$ cat config.mk
export PLATFORM = sky130hd
export DESIGN_NAME = clkloss_keepalive
export DESIGN_NICKNAME = d
export VERILOG_FILES = /design/src/rtl/cka_pkg.sv /design/src/rtl/cka_sync.sv /design/src/rtl/cka_store.sv /design/src/rtl/cka_seq.sv /design/src/rtl/clkloss_keepalive.sv
export SDC_FILE = /design/constraint.sdc
export NUM_CORES = 1
export LEC_CHECK = 0
export ABC_CLOCK_PERIOD_IN_PS = 8500
export BUFFER_PORTS_ARGS = -buffer_cell sky130_fd_sc_hd__buf_4
export CORE_UTILIZATION = 50
export DETAILED_ROUTE_END_ITERATION = 16
export PLACE_DENSITY = 0.76
export SLEW_MARGIN = 20
export SYNTH_ARGS = -nofsm -noshare
export SYNTH_HDL_FRONTEND = slang
export SYNTH_HIERARCHICAL = 1
export SYNTH_SLANG_ARGS = --single-unit
export TNS_END_PERCENT = 5
$ cat constraint.sdc
create_clock -name clk -period 8.5 [get_ports clk]
set_input_delay 0.85 -clock clk [delete_from_list [all_inputs] [get_ports clk]]
set_output_delay 0.85 -clock clk [all_outputs]
set_load 0.05 [all_outputs]
$ cat src/rtl/cka_pkg.sv
package cka_pkg;

  // Sequencer steps; the order of the save, loop and restore groups is behaviour.
  typedef enum logic [3:0] {
    S_IDLE,
    S_SAVE_A, S_SAVE_B, S_SAVE_C,
    S_MUTE,
    S_CAL0, S_CAL1, S_CAL2, S_CAL3,
    S_PUT_A, S_PUT_B, S_PUT_C,
    S_PULSE
  } seq_e;

  // Tile register addresses touched by the sequence.
  localparam logic [6:0] CKA_ADR_A = 7'h42;
  localparam logic [6:0] CKA_ADR_B = 7'h51;
  localparam logic [6:0] CKA_ADR_C = 7'h4E;

endpackage

$ cat src/rtl/cka_sync.sv
module cka_sync #(
  parameter int W      = 2,
  parameter int STAGES = 2
) (
  input  logic         clk,
  input  logic         rst,
  input  logic [W-1:0] d,
  output logic [W-1:0] q
);

  logic [W-1:0] stg [STAGES];

  always_ff @(posedge clk) begin
    if (rst) begin
      for (int i = 0; i < STAGES; i++) stg[i] <= '1;
    end else begin
      stg[0] <= d;
      for (int i = 1; i < STAGES; i++) stg[i] <= stg[i-1];
    end
  end

  assign q = stg[STAGES-1];

endmodule

$ cat src/rtl/cka_store.sv
module cka_store #(
  parameter int W     = 16,
  parameter int DEPTH = 3
) (
  input  logic         clk,
  input  logic         rst,
  input  logic         push,
  input  logic         pop,
  input  logic [W-1:0] din,
  output logic [W-1:0] head
);

  // Rotating shift register: the oldest entry is always at index 0.
  logic [W-1:0] sr [DEPTH];

  always_ff @(posedge clk) begin
    if (rst) begin
      for (int i = 0; i < DEPTH; i++) sr[i] <= '0;
    end else if (push || pop) begin
      for (int i = 0; i < DEPTH-1; i++) sr[i] <= sr[i+1];
      sr[DEPTH-1] <= push ? din : sr[0];
    end
  end

  assign head = sr[0];

endmodule

$ cat src/rtl/cka_seq.sv
module cka_seq
  import cka_pkg::*;
#(
  parameter int          ADDR_W  = 7,
  parameter int          DATA_W  = 16,
  parameter int          RST_CYC = 4,
  parameter logic [15:0] CAL_V0  = 16'h00F1,
  parameter logic [15:0] CAL_V1  = 16'h00E2,
  parameter logic [15:0] CAL_V2  = 16'h00D3,
  parameter logic [15:0] CAL_V3  = 16'h00C4
) (
  input  logic              clk,
  input  logic              rst,
  input  logic              lost,
  input  logic              hold,
  input  logic              rdy,
  input  logic [DATA_W-1:0] head,
  output logic              push,
  output logic              pop,
  output logic              en,
  output logic              we,
  output logic [ADDR_W-1:0] addr,
  output logic [DATA_W-1:0] wdata,
  output logic              tile_rst
);

  localparam int CW = $clog2(RST_CYC + 1);
  localparam logic [ADDR_W-1:0] AD_A = ADDR_W'(CKA_ADR_A);
  localparam logic [ADDR_W-1:0] AD_B = ADDR_W'(CKA_ADR_B);
  localparam logic [ADDR_W-1:0] AD_C = ADDR_W'(CKA_ADR_C);

  seq_e          st, nx;
  logic [CW-1:0] cnt;
  logic          done, leave;

  assign done  = en & rdy;
  assign leave = ~lost | ~hold;

  always_comb begin
    nx = st;
    unique case (st)
      S_IDLE:   if (lost && hold) nx = S_SAVE_A;
      S_SAVE_A: if (done) nx = S_SAVE_B;
      S_SAVE_B: if (done) nx = S_SAVE_C;
      S_SAVE_C: if (done) nx = S_MUTE;
      S_MUTE:   if (done) nx = leave ? S_PUT_A : S_CAL0;
      S_CAL0:   if (done) nx = leave ? S_PUT_A : S_CAL1;
      S_CAL1:   if (done) nx = leave ? S_PUT_A : S_CAL2;
      S_CAL2:   if (done) nx = leave ? S_PUT_A : S_CAL3;
      S_CAL3:   if (done) nx = leave ? S_PUT_A : S_CAL0;
      S_PUT_A:  if (done) nx = S_PUT_B;
      S_PUT_B:  if (done) nx = S_PUT_C;
      S_PUT_C:  if (done) nx = S_PULSE;
      S_PULSE:  if (cnt == CW'(RST_CYC - 1)) nx = S_IDLE;
      default:  nx = S_IDLE;
    endcase
  end

  always_ff @(posedge clk) begin
    if (rst) begin
      st  <= S_IDLE;
      cnt <= '0;
    end else begin
      st  <= nx;
      cnt <= (st == S_PULSE) ? cnt + 1'b1 : '0;
    end
  end

  // Output decode straight from the state register.
  always_comb begin
    en       = 1'b0;
    we       = 1'b0;
    addr     = '0;
    wdata    = '0;
    tile_rst = 1'b0;
    unique case (st)
      S_SAVE_A: begin en = 1'b1; addr = AD_A; end
      S_SAVE_B: begin en = 1'b1; addr = AD_B; end
      S_SAVE_C: begin en = 1'b1; addr = AD_C; end
      S_MUTE:   begin en = 1'b1; we = 1'b1; addr = AD_C; end
      S_CAL0:   begin en = 1'b1; we = 1'b1; addr = AD_A; wdata = DATA_W'(CAL_V0); end
      S_CAL1:   begin en = 1'b1; we = 1'b1; addr = AD_B; wdata = DATA_W'(CAL_V1); end
      S_CAL2:   begin en = 1'b1; we = 1'b1; addr = AD_A; wdata = DATA_W'(CAL_V2); end
      S_CAL3:   begin en = 1'b1; we = 1'b1; addr = AD_B; wdata = DATA_W'(CAL_V3); end
      S_PUT_A:  begin en = 1'b1; we = 1'b1; addr = AD_A; wdata = head; end
      S_PUT_B:  begin en = 1'b1; we = 1'b1; addr = AD_B; wdata = head; end
      S_PUT_C:  begin en = 1'b1; we = 1'b1; addr = AD_C; wdata = head; end
      S_PULSE:  tile_rst = 1'b1;
      default:  ;
    endcase
  end

  assign push = done & ((st == S_SAVE_A) | (st == S_SAVE_B) | (st == S_SAVE_C));
  assign pop  = done & ((st == S_PUT_A)  | (st == S_PUT_B)  | (st == S_PUT_C));

endmodule

$ cat src/rtl/clkloss_keepalive.sv
module clkloss_keepalive
  import cka_pkg::*;
#(
  parameter int          ADDR_W      = 7,
  parameter int          DATA_W      = 16,
  parameter int          SYNC_STAGES = 2,
  parameter int          RST_CYC     = 4,
  parameter bit          FB_CHECK    = 1'b1,
  parameter logic [15:0] CAL_V0      = 16'h00F1,
  parameter logic [15:0] CAL_V1      = 16'h00E2,
  parameter logic [15:0] CAL_V2      = 16'h00D3,
  parameter logic [15:0] CAL_V3      = 16'h00C4
) (
  input  logic              clk,
  input  logic              rst,
  input  logic              ref_alive,
  input  logic              fb_alive,
  input  logic              hold_req,
  input  logic              cfg_rdy,
  input  logic [DATA_W-1:0] cfg_rdata,
  output logic              cfg_en,
  output logic              cfg_we,
  output logic [ADDR_W-1:0] cfg_addr,
  output logic [DATA_W-1:0] cfg_wdata,
  output logic              tile_rst
);

  localparam int SAVE_N = 3;

  if (RST_CYC < 3) begin : g_bad_rst
    $error("RST_CYC must be at least 3");
  end
  if (ADDR_W < 7) begin : g_bad_addr
    $error("ADDR_W must be at least 7");
  end

  logic [1:0]        alive_s;
  logic              lost;
  logic              push, pop;
  logic [DATA_W-1:0] head;

  cka_sync #(.W(2), .STAGES(SYNC_STAGES)) u_sync (
    .clk (clk),
    .rst (rst),
    .d   ({fb_alive, ref_alive}),
    .q   (alive_s)
  );

  if (FB_CHECK) begin : g_fb
    assign lost = ~(alive_s[0] & alive_s[1]);
  end else begin : g_nofb
    assign lost = ~alive_s[0];
  end

  cka_store #(.W(DATA_W), .DEPTH(SAVE_N)) u_store (
    .clk  (clk),
    .rst  (rst),
    .push (push),
    .pop  (pop),
    .din  (cfg_rdata),
    .head (head)
  );

  cka_seq #(
    .ADDR_W (ADDR_W), .DATA_W (DATA_W), .RST_CYC (RST_CYC),
    .CAL_V0 (CAL_V0), .CAL_V1 (CAL_V1), .CAL_V2 (CAL_V2), .CAL_V3 (CAL_V3)
  ) u_seq (
    .clk      (clk),
    .rst      (rst),
    .lost     (lost),
    .hold     (hold_req),
    .rdy      (cfg_rdy),
    .head     (head),
    .push     (push),
    .pop      (pop),
    .en       (cfg_en),
    .we       (cfg_we),
    .addr     (cfg_addr),
    .wdata    (cfg_wdata),
    .tile_rst (tile_rst)
  );

endmodule

# Word-level counts from Yosys, hierarchy flattened
# Memory sizes are Yosys's and may differ from the RTL's.
# Cells that the tools add are included.
word_totals:
  register_bits: 7
  wordCells: 93
  output_inout_bits: 26
  ramBits: 52
  memories: 2
  in_bits: 22
classes:
  n_reduce_logical: 12
  mux: 34
  n_bitwise: 17
  add_sub_neg: 1
  eq_ne: 25
memory_table:
  columns: ["name", "words", "width", "rd", "rd_ports_with_merged_regs", "wr", "line_no", "text"]
  rows:
  - ["u_store.sr", 3, 16, 3, 0, 3, "cka_store.sv:14", "logic [W-1:0] sr [DEPTH];"]
  - ["u_sync.stg", 2, 2, 2, 0, 2, "cka_sync.sv:11", "logic [W-1:0] stg [STAGES];"]
op_table:
  columns: ["op", "n"]
  rows:
  - ["16-bit one-hot mux with 5 select lines", 1]
  - ["16-bit two-way mux", 4]
  - ["4-bit two-way mux", 15]
  - ["4-bit one-hot mux with 12 select lines", 1]
  - ["2-bit by 1-bit != test with 1-bit output, second input constant", 12]
  - ["7-bit one-hot mux with 3 select lines", 1]
  - ["4-bit equality test, second input constant", 5]
  - ["4-bit by 3-bit equality test with 1-bit output, second input constant", 4]
  - ["12-bit AND reduction", 1]
  - ["11-bit OR reduction", 1]
  - ["1-bit two-way mux", 10]
  - ["1-bit bitwise OR", 10]
  - ["4-bit by 2-bit equality test with 1-bit output, second input constant", 2]
  - ["4-bit OR reduction", 2]
  - ["8-bit OR reduction", 1]
  - ["3-bit OR reduction", 2]
  - ["1-bit AND", 4]
  - ["4-bit by 1-bit equality test with 1-bit output, second input constant", 1]
  - ["4-bit logical NOT", 1]
  - ["2-bit two-way mux", 2]
  - ["2-bit OR reduction", 2]
  - ["3-bit by 1-bit adder with 3-bit output, second input constant", 1]
  - ["3-bit by 2-bit equality test with 1-bit output, second input constant", 1]
  - ["1-bit NOT", 3]
  - ["other kinds (2)", 2]

# Logic depth before layout (Yosys ltp)
# Gate-level depths: netlist (run 1).
logic_depth:
  word_depth: 10
  mapped_depth: 9
  depth_no_buf: 6

# Hierarchy
# Netlist (run 1), hierarchy kept.
modules_own_cells:
  columns: ["module", "seq_area_each_um2", "instances", "cells_each", "area_per_inst_um2"]
  rows:
  - ["cka_store", 1441.4, 1, 156, 2123.3]
  - ["cka_seq", 140.1, 1, 96, 699.4]
  - ["cka_sync", 80.1, 1, 10, 120.1]
  - ["clkloss_keepalive", 0.0, 1, 1, 3.8]

# Worst setup path before layout (run 1)
# No wires, ideal clock.
synth_timing:
  path_kind: "register -> output"
  from: "register u_seq.st[0]"
  to: "output cfg_addr[3]"
  path_buffers: 3
  path_slack_ns: 5.560
  arrival_ns: 2.090
  path_stages_with_launch: 6
  t_required_ns: 7.650
  cell_sequence: "dfxtp_1 buf_2 or2_2 clkbuf_2 o22ai_1 buf_4"
synth_via:
  elab_chain_cells: 3
  elab_cells_between_ends: 15
  classes_between: "eq/ne (11); mux (1); reduce/logical (3)"
synth_lines:
  columns: ["element", "line_no", "text"]
  rows:
  - ["from (decl)", "cka_seq.sv:32", "seq_e st, nx;"]
  - ["from (signal assigned)", "cka_seq.sv:64", "st <= nx;"]
  - ["4-bit by 3-bit equality test with 1-bit output (tied with other cells)", "cka_seq.sv:76", "unique case (st)"]
  - ["4-bit OR reduction (no source line) or 3-bit OR reduction (tied branches)", null, null]
  - ["7-bit one-hot mux with 3 select lines *", "cka_seq.sv:76", null]
  - ["to (decl)", "clkloss_keepalive.sv:23", "output logic [ADDR_W-1:0] cfg_addr,"]
# Mark *: on every way between the ends. The rest lies on a longest branch, timed or not.

==> metrics.yaml, run 1 <==
detailed_routing:
  vias_per_cell: 5.26
  wl_per_cell_um: 14.9
  first_pass_iters: 4
  wl_mm: 5.33
  antenna_left: 0
  num_vias: 1883
  drt_iter0_drc: 81
  drc: 0
setup_path:
  crit_arrival_ps: 3440
  slowest_delay_ps: 960
  cp.required_ps: 8440
  cp_slowest_cell: "or3_2"
  cp.depth: 4
  critical_path_class: "flip-flop to flip-flop"
  cp-end-kind: "flip-flop"
  cp_max_fo: 48
  critPathTopFamily: "simple AND/OR/NAND/NOR gates"
  crit_buf_inv: 0
  crit_chain: "nand2b_1 > nor2_1 > and2_1 > or3_2"
  start_kind: "flip-flop"
  reg2regPathDepth: 4
final_layout:
  multi_input_area_um2: 992
  fillers: 488
  register_area_um2: 1660
  diodes: 0
  final_cell_area_um2: 3340
  nets: 305
  drive_above_1_share: 0.231
  syn_to_final_growth_pct: 13.2
place:
  port-buffer-count: 46
  post_dp_cell_area_um2: 3100
  dp_hpwl_mm: 3.44
  gp_congestion: 0.839
  dp_slack_ps: 5000
global_route:
  antenna_found_initial: 0
  grt_usage: 0.186
  grt_pass1_vias: 1704
  grt_pass1_wl_mm: 8.56
  grt_max_degree: 49
  gr-total-overflow: 0
hold_path:
  hold_path.class: "flip-flop to flip-flop"
  holdPathStages: 1
power:
  power_density_nw_per_um2: 241
  p_leak_uw: 0.00127
  total_power_uw: 805
  ir_worst_vdd_v: 0.000172
logic_synthesis:
  yosysSeqAreaShare: 0.564
  synth-warning-count: 6
  netlist_instances: 263
  syn_area_um2: 2950
  synth_nets: 287
  async_reset_ff_frac: 0
  ys_ff_latch: 59
  synth_edf_count: 48
  ys_types: 43
  avgSynthCellArea_um2: 11.2
  synthFlopType: "edfxtp_1"
floorplan:
  io_pins: 48
  core_um2: 5610
  rows: 27
  start_util: 0.525
  die_h_um: 78.8
  die_w_um: 78.8
  dieArea_um2: 6200
cts:
  postCtsHoldBufs: 0
  post-cts-setup-buffer-count: 0
  cts_root_buf: "clkbuf_8"
  clock_sinks: 59
  cts_tree: "done"
  clk_pin_slew_worst_paths_ps: 60
  cts_made_buffers: 9
  cts_resized: 0
  clockBufferDepth: 2
  htreeDepth: 3
  insertion_delay_ps: 330
sta:
  fin_crit_ps: 3500
  clock_skew_ps: 6.45
  final_hold_viol_count: 0
  setup_tns_ps: 0
  finalCritPeriodShare: 0.412
  relSlewSlack: 0.282
  holdWs_ps: 407
  slew_violations: 0
  fin_ws_ps: 5000
  tightest_slew_ps: 1080
  fmax_mhz: 286
  setup_viol: 0
  rsz0062_at_grt: "false"
status:
  outcome: "finished, final reports clean"
job:
  max_cap_viol_count: 0
[worst register-to-register path, stage by stage, from the launching register on]
cell	delay (ps)
dfxtp_1	650
nand2b_1	300
nor2_1	580
and2_1	620
or3_2	960
[synth_stat cells, types with 3 or more instances]
| library cell | count | area share |
|---|---|---|
| a21oi_1 | 24 | 0.041 |
| nand2b_1 | 3 | 0.0064 |
| nand3b_1 | 16 | 0.041 |
| inv_1 | 4 | 0.0051 |
| and2_1 | 43 | 0.091 |
| dfxtp_1 | 11 | 0.075 |
| edfxtp_1 | 48 | 0.49 |
| buf_2 | 6 | 0.010 |
| buf_6 | 6 | 0.023 |
| nor3_1 | 3 | 0.0051 |
| o22ai_1 | 4 | 0.0085 |
| nor2_1 | 12 | 0.015 |
| or2_1 | 4 | 0.0085 |
| nand3_1 | 3 | 0.0051 |
| nand2_1 | 21 | 0.027 |
| o21ai_0 | 3 | 0.0051 |
| clkbuf_1 | 4 | 0.0051 |
| buf_4 | 21 | 0.054 |
[through the flow]
stage / cells / utilization
4_1_cts: 358 / 0.595
2_1_floorplan: 263 / -
3_5_place_dp: 342 / 0.554
5_1_grt: 358 / 0.595
6_report: 358 / 0.595
3_3_place_gp: 342 / 0.554
[cell usage in the layout (no fill, tap or decap), types with 3 or more instances in the layout]
cell,Yosys,layout
nand3_1,3,3
dfxtp_1,11,11
bufinv_16,0,3
nor3_1,3,3
nand3b_1,16,16
o22ai_1,4,4
buf_4,21,46
inv_1,4,4
and2_1,43,43
o21ai_0,3,3
nand2b_1,3,3
or2_1,4,4
nor2_1,12,12
a21oi_1,24,24
nand2_1,21,21
clkbuf_8,0,9
edfxtp_1,48,48
[registers in the layout (all words and copies together), names as in the netlist]
name and flops:
u_store/sr 48, u_sync/stg 4, u_seq/cnt 3, u_seq/st 4
[kinds of logic after synthesis]
group | after synthesis | synth area share
multiplexers | 1 | 0.00340
flip-flops | 59 | 0.564
XOR/XNOR | 1 | 0.00297
AO/OA/AOI/OAI | 42 | 0.0926
buffers and inverters | 43 | 0.0998
adder cells (fa/ha/maj) | 2 | 0.00849
AND/OR/NAND/NOR | 114 | 0.228
other | 1 | 0.00127
[where the power goes]
part	total (uW)	leakage, uW	switching [uW]	internal, uW
logic	143	0.000572	94.4	48.9
registers	362	0.000590	17.9	344
clock network	299	0.000111	105	194
[layer usage]
metal  up-vias  routed length [um]  global-route usage
met5         -                   0                   0
met1       897                2520               0.255
li1        926                   -                   -
met3         6                 263              0.0368
met4         0                  57              0.0889
met2        54                2490               0.285
[final timing paths]
kind                    startpoint                to  slack (ps)
setup reg to reg       u_seq/st[3]  u_store/sr[0][8]        5000
hold reg to reg   u_sync/stg[0][0]  u_sync/stg[0][2]         410
setup / recovery       u_seq/st[3]  u_store/sr[0][8]        5000
hold / removal    u_sync/stg[0][0]  u_sync/stg[0][2]         410
[area by class of cell]
class / instances / area share
clock inverter: 5 / 0.0304
multi-input combinational: 161 / 0.297
clock buffer: 11 / 0.0394
tap: 72 / 0.0270
inverter: 4 / 0.00450
timing repair buffer: 46 / 0.103
sequential: 59 / 0.498
No activity file was read; power rests on OpenSTA's default activity.
==> run 2: changes to the inputs <==
--- a/config.mk
+++ b/config.mk
@@ -5,7 +5,7 @@
 export SDC_FILE = /design/constraint.sdc
 export NUM_CORES = 1
 export LEC_CHECK = 0
-export ABC_CLOCK_PERIOD_IN_PS = 8500
+export ABC_CLOCK_PERIOD_IN_PS = 3400
 export BUFFER_PORTS_ARGS = -buffer_cell sky130_fd_sc_hd__buf_4
 export CORE_UTILIZATION = 50
 export DETAILED_ROUTE_END_ITERATION = 16
==> constraint.sdc (replaced) <==
create_clock -name clk -period 3.4 [get_ports clk]
set_input_delay 0.34 -clock clk [delete_from_list [all_inputs] [get_ports clk]]
set_output_delay 0.34 -clock clk [all_outputs]
set_load 0.05 [all_outputs]
==> metrics.yaml, run 2 (synthesis results as in run 1) <==
sta:
  fin_crit_ps: 2670
  fmax_mhz: 374
  finalCritPeriodShare: 0.786
  clock_skew_ps: 5.40
  rsz0062_at_grt: "false"
  slew_violations: 0
  final_hold_viol_count: 0
  relSlewSlack: 0.296
  holdWs_ps: 184
  tightest_slew_ps: 1060
  setup_viol: 0
  setup_tns_ps: 0
final_layout:
  diodes: 0
  largest_reg_flops: 48
  mostFrequentLayoutCell: "buf_4"
  top_regs: "u_store/sr (48), u_seq/st (4), u_sync/stg (4)"
  drive_above_1_share: 0.252
  nets: 309
  mostFrequentLayoutCells: "50 x buf_4, 48 x edfxtp_1, 43 x and2_1"
  syn_to_final_growth_pct: 13.4
  top_register: "u_store/sr"
power:
  ir_worst_vdd_v: 0.000300
  p_leak_uw: 0.00129
  power_density_nw_per_um2: 566
cts:
  cts_made_buffers: 9
  cts_resized: 0
  clk_pin_slew_worst_paths_ps: 60
  htreeDepth: 3
  cts_tree: "done"
  post-cts-setup-buffer-count: 0
  cts_root_buf: "clkbuf_8"
  postCtsHoldBufs: 0
  clock_sinks: 59
  insertion_delay_ps: 330
  clockBufferDepth: 2
global_route:
  grt_max_degree: 49
  grt_usage: 0.182
  grt_pass1_wl_mm: 8.35
  gr-total-overflow: 0
  grt_pass1_vias: 1751
  antenna_found_initial: 0
setup_path:
  critical_path_class: "flip-flop to flip-flop"
  cp-end-kind: "flip-flop"
  start_kind: "flip-flop"
  cp.required_ps: 3350
  crit_arrival_ps: 2620
  cp_max_fo: 48
floorplan:
  io_pins: 48
  rows: 27
  die_h_um: 78.8
  dieArea_um2: 6200
  core_um2: 5610
  start_util: 0.525
  die_w_um: 78.8
detailed_routing:
  wl_per_cell_um: 14.3
  drc: 0
  drt_iter0_drc: 73
  antenna_left: 0
  wl_mm: 5.18
  num_vias: 1854
  first_pass_iters: 5
  vias_per_cell: 5.12
hold_path:
  hold_path.class: "input pin to flip-flop"
place:
  gp_congestion: 0.871
  port-buffer-count: 46
  dp_hpwl_mm: 3.28
job:
  max_cap_viol_count: 0
status:
  outcome: "finished, final reports clean"
-- run 2: cell count changes in the layout (fill, tap and decap cells not counted), sizes merged --
cell,change
buf,+4
bufinv,-3
clkbuf,+2
clkinv,+1
clkinvlp,-1
inv,+1
-- run 2: final cells by class --
class                      instances  area (um^2)
inverter                           4         15.0
fill                             490         2270
timing repair buffer              50          375
clock inverter                     3         16.3
tap                               72         90.1
multi-input combinational        161          992
clock buffer                      13          190
sequential                        59         1660
-- run 2: path summary, 6_finish.rpt --
path / start / to / slack, ps / cells past startpoint
worst min-delay path: fb_alive / u_sync/stg[0][1] / 180 / 2
worst min register to register: u_sync/stg[0][1] / u_sync/stg[0][3] / 400 / 1
worst max register to register: u_seq/st[3] / u_store/sr[0][35] / 730 / 5
worst max-delay path: u_seq/st[3] / u_store/sr[0][35] / 730 / 5
-- run 2: critical path, stage by stage, from the launching register on --
cell      delay, ps
dfxtp_1         670
nand2b_1        280
nor2_1          150
buf_4           190
and2_1          160
or3_2           820
-- run 2: metal layers --
layer	wire length [um]	GRT usage	vias up
met5	0	0	-
li1	-	-	935
met2	2430	0.278	55
met1	2400	0.244	855
met3	265	0.0494	9
met4	90	0.0778	0
-- run 2: through the flow --
stage,worst slack (ps),utilization,total power [uW],instance area [um^2],instances
floorplan,567,-,1220,2950,263
global placement,823,0.559,1270,3130,346
detailed placement,756,0.559,1280,3130,346
CTS,733,0.596,1910,3340,362
global route,501,0.596,1970,3340,362
finish,727,0.596,1890,3340,362
-- run 2: power by group --
group	total, uW	switching, uW	internal [uW]
combinational	370	244	126
clock	625	259	366
sequential	895	33.8	861
total	1890	537	1350
==> run 3: changes to the inputs <==
--- a/config.mk
+++ b/config.mk
@@ -5,7 +5,7 @@
 export SDC_FILE = /design/constraint.sdc
 export NUM_CORES = 1
 export LEC_CHECK = 0
-export ABC_CLOCK_PERIOD_IN_PS = 3400
+export ABC_CLOCK_PERIOD_IN_PS = 2600
 export BUFFER_PORTS_ARGS = -buffer_cell sky130_fd_sc_hd__buf_4
 export CORE_UTILIZATION = 50
 export DETAILED_ROUTE_END_ITERATION = 16
==> constraint.sdc (replaced) <==
create_clock -name clk -period 2.6 [get_ports clk]
set_input_delay 0.26 -clock clk [delete_from_list [all_inputs] [get_ports clk]]
set_output_delay 0.26 -clock clk [all_outputs]
set_load 0.05 [all_outputs]
==> metrics.yaml, run 3 (synthesis results as in run 1) <==
final_layout:
  stdcell_count: 364
  top_regs: "u_store/sr (48), u_seq/st (4), u_sync/stg (4)"
  nets: 311
  diodes: 0
  fin_util: 0.598
  top_register: "u_store/sr"
  mostFrequentLayoutCell: "buf_4"
  mostFrequentLayoutCells: "52 x buf_4, 48 x edfxtp_1, 43 x and2_1"
  drive_above_1_share: 0.257
  largest_reg_flops: 48
  syn_to_final_growth_pct: 13.9
cts:
  cts_resized: 0
  postCtsHoldBufs: 0
  cts_made_buffers: 9
  clockBufferDepth: 2
  clk_pin_slew_worst_paths_ps: 70
  post-cts-setup-buffer-count: 0
  cts_root_buf: "clkbuf_8"
  cts_tree: "done"
  insertion_delay_ps: 330
  htreeDepth: 3
  clock_sinks: 59
place:
  dpl.cell_count: 348
  gp_congestion: 0.794
  port-buffer-count: 46
  dp_hpwl_mm: 3.32
hold_path:
  min-delay-start: "ref_alive"
  holdPathStages: 2
  hold_path.class: "input pin to flip-flop"
  whs_endpoint: "u_sync/stg[0][0]"
setup_path:
  cp_max_fo: 18
  cp-end-kind: "primary output"
  cp.required_ps: 2340
  r2r_end: "u_store/sr[0][11]"
  rrSetupSlack_ps: 470
  start_kind: "flip-flop"
  r2r-start: "u_seq/st[3]"
  reg2regPathDepth: 5
  crit_arrival_ps: 2050
  critical_path_class: "flip-flop to primary output"
sta:
  finalCritPeriodShare: 0.887
  rsz0062_at_grt: "false"
  tightest_slew_ps: 537
  relSlewSlack: 0.641
  clock_skew_ps: 8.60
  slew_violations: 0
  fin_crit_ps: 2310
  setup_viol: 0
  setup_tns_ps: 0
  final_hold_viol_count: 0
  fmax_mhz: 433
  holdWs_ps: 108
detailed_routing:
  first_pass_iters: 4
  antenna_left: 0
  drt_iter0_drc: 128
  vias_per_cell: 5.15
  wl_per_cell_um: 14.2
  drc: 0
  num_vias: 1875
  wl_mm: 5.17
floorplan:
  rows: 27
  die_w_um: 78.8
  core_um2: 5610
  die_h_um: 78.8
  dieArea_um2: 6200
  start_util: 0.525
  io_pins: 48
power:
  ir_worst_vdd_v: 0.000390
  power_density_nw_per_um2: 739
  p_leak_uw: 0.00130
global_route:
  grt_pass1_wl_mm: 8.34
  grt_usage: 0.183
  grt_pass1_vias: 1718
  grt_max_degree: 34
  antenna_found_initial: 0
  gr-total-overflow: 0
job:
  max_cap_viol_count: 0
status:
  outcome: "finished, final reports clean"
[run 3: cell count changes in the layout (fill, tap and decap cells not counted), sizes merged]
| cell | change |
|---|---|
| buf | +2 |
[run 3: metrics by stage]
step	total power (uW)	instance area, um^2	setup WS (ps)
after floorplan	1590	2950	91.8
after global routing	2600	3360	123
after global placement	1670	3150	524
after detailed placement	1680	3150	486
final	2480	3360	293
after CTS	2510	3360	277
[run 3: routing by layer]
layer  track usage  part of all wire
met1         0.242              0.47
met2         0.277              0.47
met3        0.0517             0.039
met4        0.0889             0.015
met5             0                 0
[run 3: worst max-delay path by stage]
stage | from | end | slack, ps | cells past startpoint
2_1_floorplan | u_seq/st[0] | u_store/sr[0][0] | 90 | 7
3_3_place_gp | u_seq/st[3] | u_store/sr[0][47] | 520 | 5
3_5_place_dp | u_seq/st[3] | u_store/sr[0][44] | 490 | 5
4_1_cts | u_seq/st[3] | cfg_wdata[4] | 280 | 5
5_1_grt | u_seq/st[3] | cfg_wdata[0] | 120 | 5
6_report | u_seq/st[3] | cfg_wdata[4] | 290 | 5
[run 3: worst max-delay path: stages (launching register included)]
cell,delay [ps]
dfxtp_1,660
nand2b_1,300
nor2_1,190
buf_4,220
a22o_1,160
buf_4,200
[run 3: report_power, final]
group	total [uW]	leakage, uW	switching [uW]	internal, uW
sequential	1170	0.000590	45.8	1120
clock	823	0.000111	344	479
combinational	487	0.000603	318	170
total	2480	0.00130	707	1770
[run 3: final cells by class]
cell class / instances / area (um^2)
clock buffers: 13 / 190
clock inverters: 3 / 16.3
fillers: 482 / 2250
inverters: 4 / 15.0
multi-input cells: 161 / 992
flip-flops and latches: 59 / 1660
well taps: 72 / 90.1
repair buffers: 52 / 390
